File: config.mk
export PLATFORM = sky130hd
export DESIGN_NAME = auxPwmPair
export DESIGN_NICKNAME = d
export VERILOG_FILES = /design/src/rtl/auxPwmPkg.sv /design/src/rtl/auxPwmCtrl.sv /design/src/rtl/auxPwmDatapath.sv /design/src/rtl/auxPwmPair.sv
export SDC_FILE = /design/constraint.sdc
export NUM_CORES = 1
export LEC_CHECK = 0
export ABC_CLOCK_PERIOD_IN_PS = 10000
export CAP_MARGIN = 20
export CORE_ASPECT_RATIO = 0.5
export CORE_MARGIN = 10
export CORE_UTILIZATION = 35
export DETAILED_ROUTE_END_ITERATION = 8
export GPL_TIMING_DRIVEN = 0
export HOLD_SLACK_MARGIN = 0.03
export SLEW_MARGIN = 20
export SYNTH_ARGS = -nofsm -noshare
export SYNTH_HDL_FRONTEND = slang
export SYNTH_HIERARCHICAL = 1
export SYNTH_SLANG_ARGS = --single-unit
File: constraint.sdc
create_clock -name clk -period 10 [get_ports clk]
set_input_delay 2 -clock clk [delete_from_list [all_inputs] [get_ports clk]]
set_output_delay 2 -clock clk [all_outputs]
set_load 0.05 [all_outputs]
File: src/rtl/auxPwmPkg.sv
`timescale 1ns/1ps
package auxPwmPkg;
  localparam int ADDR_W = 3;

  localparam logic [ADDR_W-1:0] ADDR_CTRL  = 3'd0;
  localparam logic [ADDR_W-1:0] ADDR_PER0  = 3'd1;
  localparam logic [ADDR_W-1:0] ADDR_DUTY0 = 3'd2;
  localparam logic [ADDR_W-1:0] ADDR_PER1  = 3'd3;
  localparam logic [ADDR_W-1:0] ADDR_DUTY1 = 3'd4;
  localparam logic [ADDR_W-1:0] ADDR_OFFS  = 3'd5;

  localparam int BIT_CLR_IRQ  = 0;
  localparam int BIT_CLR_TRIP = 1;
  localparam int BIT_MODE     = 4;

  // strobes from control to datapath
  typedef struct packed {
    logic offsetMode;
    logic shutdown;
  } auxCtl_t;
endpackage

File: src/rtl/auxPwmCtrl.sv
`timescale 1ns/1ps
module auxPwmCtrl
  import auxPwmPkg::*;
#(
  parameter int CNT_W = 16
) (
  input  logic                  clk,
  input  logic                  rstN,
  input  logic                  wrEn,
  input  logic [ADDR_W-1:0]     wrAddr,
  input  logic [CNT_W-1:0]      wrData,
  input  logic                  tripIn,
  input  logic                  leadWrap,
  output auxCtl_t               ctl,
  output logic [CNT_W-1:0]      shPer [2],
  output logic [CNT_W-1:0]      shDuty [2],
  output logic [CNT_W-1:0]      shOff,
  output logic                  irqOut
);
  logic modeR;
  logic tripLatchR;
  logic irqR;
  logic ctrlWr;

  assign ctrlWr = wrEn && (wrAddr == ADDR_CTRL);

  // shadow register file
  always_ff @(posedge clk or negedge rstN) begin
    if (!rstN) begin
      modeR     <= 1'b0;
      shPer[0]  <= '0;
      shPer[1]  <= '0;
      shDuty[0] <= '0;
      shDuty[1] <= '0;
      shOff     <= '0;
    end else if (wrEn) begin
      case (wrAddr)
        ADDR_CTRL:  modeR     <= wrData[BIT_MODE];
        ADDR_PER0:  shPer[0]  <= wrData;
        ADDR_DUTY0: shDuty[0] <= wrData;
        ADDR_PER1:  shPer[1]  <= wrData;
        ADDR_DUTY1: shDuty[1] <= wrData;
        ADDR_OFFS:  shOff     <= wrData;
        default: ;
      endcase
    end
  end

  // fault latch: a live trip has priority over a clear
  always_ff @(posedge clk or negedge rstN) begin
    if (!rstN)
      tripLatchR <= 1'b0;
    else if (tripIn)
      tripLatchR <= 1'b1;
    else if (ctrlWr && wrData[BIT_CLR_TRIP])
      tripLatchR <= 1'b0;
  end

  // sticky interrupt: a wrap has priority over a clear
  always_ff @(posedge clk or negedge rstN) begin
    if (!rstN)
      irqR <= 1'b0;
    else if (leadWrap)
      irqR <= 1'b1;
    else if (ctrlWr && wrData[BIT_CLR_IRQ])
      irqR <= 1'b0;
  end

  assign ctl.offsetMode = modeR;
  assign ctl.shutdown   = tripIn | tripLatchR;
  assign irqOut         = irqR;
endmodule

File: src/rtl/auxPwmDatapath.sv
`timescale 1ns/1ps
module auxPwmDatapath
  import auxPwmPkg::*;
#(
  parameter int CNT_W  = 16,
  parameter int NUM_CH = 2
) (
  input  logic                  clk,
  input  logic                  rstN,
  input  auxCtl_t               ctl,
  input  logic [CNT_W-1:0]      shPer [2],
  input  logic [CNT_W-1:0]      shDuty [2],
  input  logic [CNT_W-1:0]      shOff,
  output logic [NUM_CH-1:0]     pwmOut,
  output logic                  leadWrap,
  output logic                  leadStart
);
  localparam logic [CNT_W-1:0] ONE = CNT_W'(1);

  logic [CNT_W-1:0]  leadNext;
  logic [CNT_W-1:0]  offR;
  logic [NUM_CH-1:0] pwmRaw;

  for (genvar ch = 0; ch < NUM_CH; ch++) begin : chanG
    logic [CNT_W-1:0] countR;
    logic [CNT_W-1:0] perR;
    logic [CNT_W-1:0] dutyR;
    logic [CNT_W-1:0] limit;
    logic             restart;
    logic             wrapNow;

    if (ch == 0) begin : leadG
      assign limit   = perR;
      assign restart = 1'b0;
    end else begin : followG
      // offset mode borrows the lead period and realigns to the lead count
      assign limit   = ctl.offsetMode ? chanG[0].perR : perR;
      assign restart = ctl.offsetMode && (leadNext == offR);
    end

    assign wrapNow = restart || (countR >= limit);

    always_ff @(posedge clk or negedge rstN) begin
      if (!rstN) begin
        countR <= '0;
        perR   <= '0;
        dutyR  <= '0;
      end else if (wrapNow) begin
        countR <= '0;
        perR   <= shPer[ch];
        dutyR  <= shDuty[ch];
      end else begin
        countR <= countR + ONE;
      end
    end

    assign pwmRaw[ch] = countR < dutyR;
  end

  assign leadWrap  = chanG[0].wrapNow;
  assign leadNext  = leadWrap ? '0 : chanG[0].countR + ONE;
  assign leadStart = (chanG[0].countR == '0);

  always_ff @(posedge clk or negedge rstN) begin
    if (!rstN)
      offR <= '0;
    else if (leadWrap)
      offR <= shOff;
  end

  assign pwmOut = ctl.shutdown ? '0 : pwmRaw;
endmodule

File: src/rtl/auxPwmPair.sv
`timescale 1ns/1ps
module auxPwmPair
  import auxPwmPkg::*;
#(
  parameter int CNT_W = 16
) (
  input  logic              clk,
  input  logic              rstN,
  input  logic              wrEn,
  input  logic [2:0]        wrAddr,
  input  logic [CNT_W-1:0]  wrData,
  input  logic              tripIn,
  output logic              pwm0,
  output logic              pwm1,
  output logic              syncOut,
  output logic              irqOut
);
  auxCtl_t          ctl;
  logic [CNT_W-1:0] shPer [2];
  logic [CNT_W-1:0] shDuty [2];
  logic [CNT_W-1:0] shOff;
  logic [1:0]       pwmVec;
  logic             leadWrap;

  auxPwmCtrl #(.CNT_W(CNT_W)) ctrl_i (
    .clk(clk), .rstN(rstN), .wrEn(wrEn), .wrAddr(wrAddr), .wrData(wrData),
    .tripIn(tripIn), .leadWrap(leadWrap), .ctl(ctl), .shPer(shPer),
    .shDuty(shDuty), .shOff(shOff), .irqOut(irqOut)
  );

  auxPwmDatapath #(.CNT_W(CNT_W), .NUM_CH(2)) dp_i (
    .clk(clk), .rstN(rstN), .ctl(ctl), .shPer(shPer), .shDuty(shDuty),
    .shOff(shOff), .pwmOut(pwmVec), .leadWrap(leadWrap), .leadStart(syncOut)
  );

  assign pwm0 = pwmVec[0];
  assign pwm1 = pwmVec[1];
endmodule

==> results.toml <==
[run_status]
status = "finished, final reports clean"

[clock_tree]
clk-insertion-delay-late_ns = 0.44
h-tree-depth = 4
hold_buffers = 0
post_cts_buffers = 0
numCtsBuffers = 17
clk_path_buf_depth = 2
path_clk_slew_ns = 0.08
cts_resized = 0
cts_tree = "built"
root_buffer = "clkbuf_16"
clock_sinks = 195

[placement]
placed_area_um2 = 10800
place_hpwl_mm = 17.0
pre_cts_ws_ns = 3.85
gp_congestion = 0.828
port_buffers = 26

[sta]
rsz0062_at_grt = "no"
skew_ns = 0.0163
fin_crit_sh = 0.618
tightest_slew_ns = 0.813
setup_ws_ns = 3.82
hold_viol_final = 0
slew_headroom = 0.458
min_period_ns = 6.18
slew_violations = 0
finalSetupViolations = 0
tns_ns = 0
timing.fmax_ghz = 0.162

[setup_path]
cp-end-kind = "output port"
path_common_cell = "clkdlybuf4s50_1"
crit_path_start_kind = "input pin"
cp_data_required_time_ns = 8.00
cp_slowest_cell = "clkdlybuf4s50_1"
crit_path_max_incr_delay_ns = 0.88
crit_arrival_ns = 4.18
cp_max_fo = 2
critPathKind = "input pin to output port"
cp_cell_sequence = "clkdlybuf4s50_1 > nor2_1 > inv_1 > a211o_1 > a41oi_1 > clkdlybuf4s50_1"

[layout]
stdcell_area_um2 = 11400
antenna_cells = 0
fillers = 2622
final_nets = 978
area_growth_pct = 14.2
drive_gt1_frac = 0.199

[floorplan]
rows = 43
initial_core_util = 0.358
chipHeight_um = 140
die_w_um = 259
core-area_um2 = 27900
boundaryPins = 27
die-area_um2 = 36100

[logic_synthesis]
ys.flop_type = "dfrtp_1"
yosys.area.top_type = "dfrtp_1"
synthCells = 843
synth.area.top_cells = "dfrtp_1 49%, ha_1 8.1%, mux2_2 7.9%, mux2_4 6.6%, nand2_1 3.6%"
synth.distinct_cells = 72
syn-cell-area_um2 = 10000
synth-seq-cells = 195
syn-num-nets = 931
ys_warn_count = 6
netlist.area_leader.share = 0.488
synth_edf_count = 0
avgSynthCellArea_um2 = 11.9
async_reset_ff_frac = 1.00
yosysSeqAreaShare = 0.488

[route]
routedWlPerCell_um = 18.0
num_vias = 6480
drtIter0Drc = 450
dr.pass1.iters = 4
drcViolationCount = 0
totalWireLength_mm = 23.2
drtAntennaViolNets = 0
via_per_inst = 5.04

[grt]
grt_remaining_overflow = 0
grt_pass1_wl_mm = 37.6
antenna_found_initial = 0
grt_pass1_vias = 6672
grt_util_all_layers = 0.131
grt_start_max_net_pins = 81

[min_path]
hp-class = "flip-flop to flip-flop"

[power_and_ir_drop]
power_density_nw_per_um2 = 264
power.total_uw = 3020
leakagePower_uw = 0.00534
ir_worst_vdd_v = 0.000129

[run]
drv_cap = 0
[power by group]
group          internal [uW]  leakage [uW]  total (uW)  switching [uW]
Clock                    399      0.000305         721             321
Sequential              1050       0.00244        1260             208
Combinational            514       0.00260        1030             519
Total                   1970       0.00534        3020            1050
[layer usage]
layer | GRT usage | part of all wire | vias to the layer above
met5 | 0 | 0 | -
met4 | 0.0397 | 0.015 | 0
met3 | 0.0254 | 0.030 | 18
met2 | 0.207 | 0.47 | 92
met1 | 0.176 | 0.49 | 3324
li1 | - | - | 3046
[synthesized netlist by cell type (all sizes together) (4+ instances only)]
library cell  count
xnor2            17
inv              60
clkbuf           13
o21a              5
ha               65
nor4              6
nand3            18
buf              19
mux2            114
and2              4
and4              5
nand2            95
mux2i            15
o21ai            37
dfrtp           195
and3              8
a21o             26
nor2             41
xor2             12
nand4            11
a21oi            11
[cell usage in the layout, fill, tap and decap left out, drive strengths merged, types with 3 or more instances in the layout]
cell	Yosys	final
nand2b	3	3
nand2	95	95
a31oi	3	3
and4	5	5
nor4	6	6
xnor2	17	17
a21o	26	26
a21oi	11	11
o31ai	3	3
a211o	3	3
xor2	12	12
mux2	114	114
o21ai	37	37
a2111oi	3	3
nand4	11	11
nor2b	3	3
o21a	5	5
nor2	41	41
a211oi	3	3
clkdlybuf4s50	0	25
nand4b	3	3
mux2i	15	15
and4bb	3	3
o211ai	3	3
clkbuf	13	33
buf	19	22
inv	60	67
and3	8	8
and2	4	4
nand3	18	18
ha	65	65
xnor3	3	3
dfrtp	195	195
[sequential cells by signal, indices dropped and copies added (netlist names)]
register / count
ctrl_i/shDuty: 32
ctrl_i/shPer: 32
dp_i/chanG.countR: 32
dp_i/chanG.dutyR: 32
ctrl_i/shOff: 16
dp_i/chanG.limit: 16
dp_i/chanG.perR: 16
dp_i/offR: 16
ctrl_i/irqOut: 1
ctrl_i/modeR: 1
ctrl_i/tripLatchR: 1
[cell families after synthesis]
group,count (synthesis),synth area share
compound gates,117,0.0832
xor+xnor,32,0.0329
fa+ha+maj,65,0.0813
buf+inv,92,0.0475
flops,195,0.488
mux,129,0.160
simple gates,213,0.107
[final timing paths]
path / start / end / slack [ns] / cells after the start
setup / recovery: tripIn / pwm0 / 3.82 / 6
hold / removal: ctrl_i/shDuty[20] / dp_i/chanG[0].dutyR[4] / 0.47 / 2
setup reg to reg: dp_i/chanG[0].countR[11] / dp_i/chanG[1].dutyR[12] / 5.84 / 14
hold reg to reg: ctrl_i/shDuty[20] / dp_i/chanG[0].dutyR[4] / 0.47 / 2
max in group asynchronous: rstN / dp_i/chanG[1].dutyR[14] / 7.47 / 3
min in group asynchronous: rstN / ctrl_i/shOff[11] / 1.44 / 1
[critical path, delay by kind of cell]
family / cells / cell delay (ns)
buffers and inverters: 3 / 1.46
AO/OA/AOI/OAI: 2 / 0.55
AND/OR/NAND/NOR: 1 / 0.17
[cell type report]
class | instances | area [um^2] | share of cell area
clock inverters | 12 | 159 | 0.0139
flip-flops and latches | 195 | 4880 | 0.427
clock buffers | 20 | 467 | 0.0408
multi-input cells | 556 | 4650 | 0.407
well taps | 382 | 478 | 0.0418
plain buffers | 32 | 250 | 0.0219
repair buffers | 28 | 320 | 0.0280
inverters | 60 | 225 | 0.0197
[per-stage QoR]
step,util,hold WS [ns],instances
finish,0.409,0.471,1285
global route,0.409,0.501,1285
CTS,0.409,0.474,1285
detailed placement,0.387,0.457,1253
global placement,0.385,0.447,1251
floorplan,-,0.440,843
Note: power is estimated with default switching activity, not from simulation.
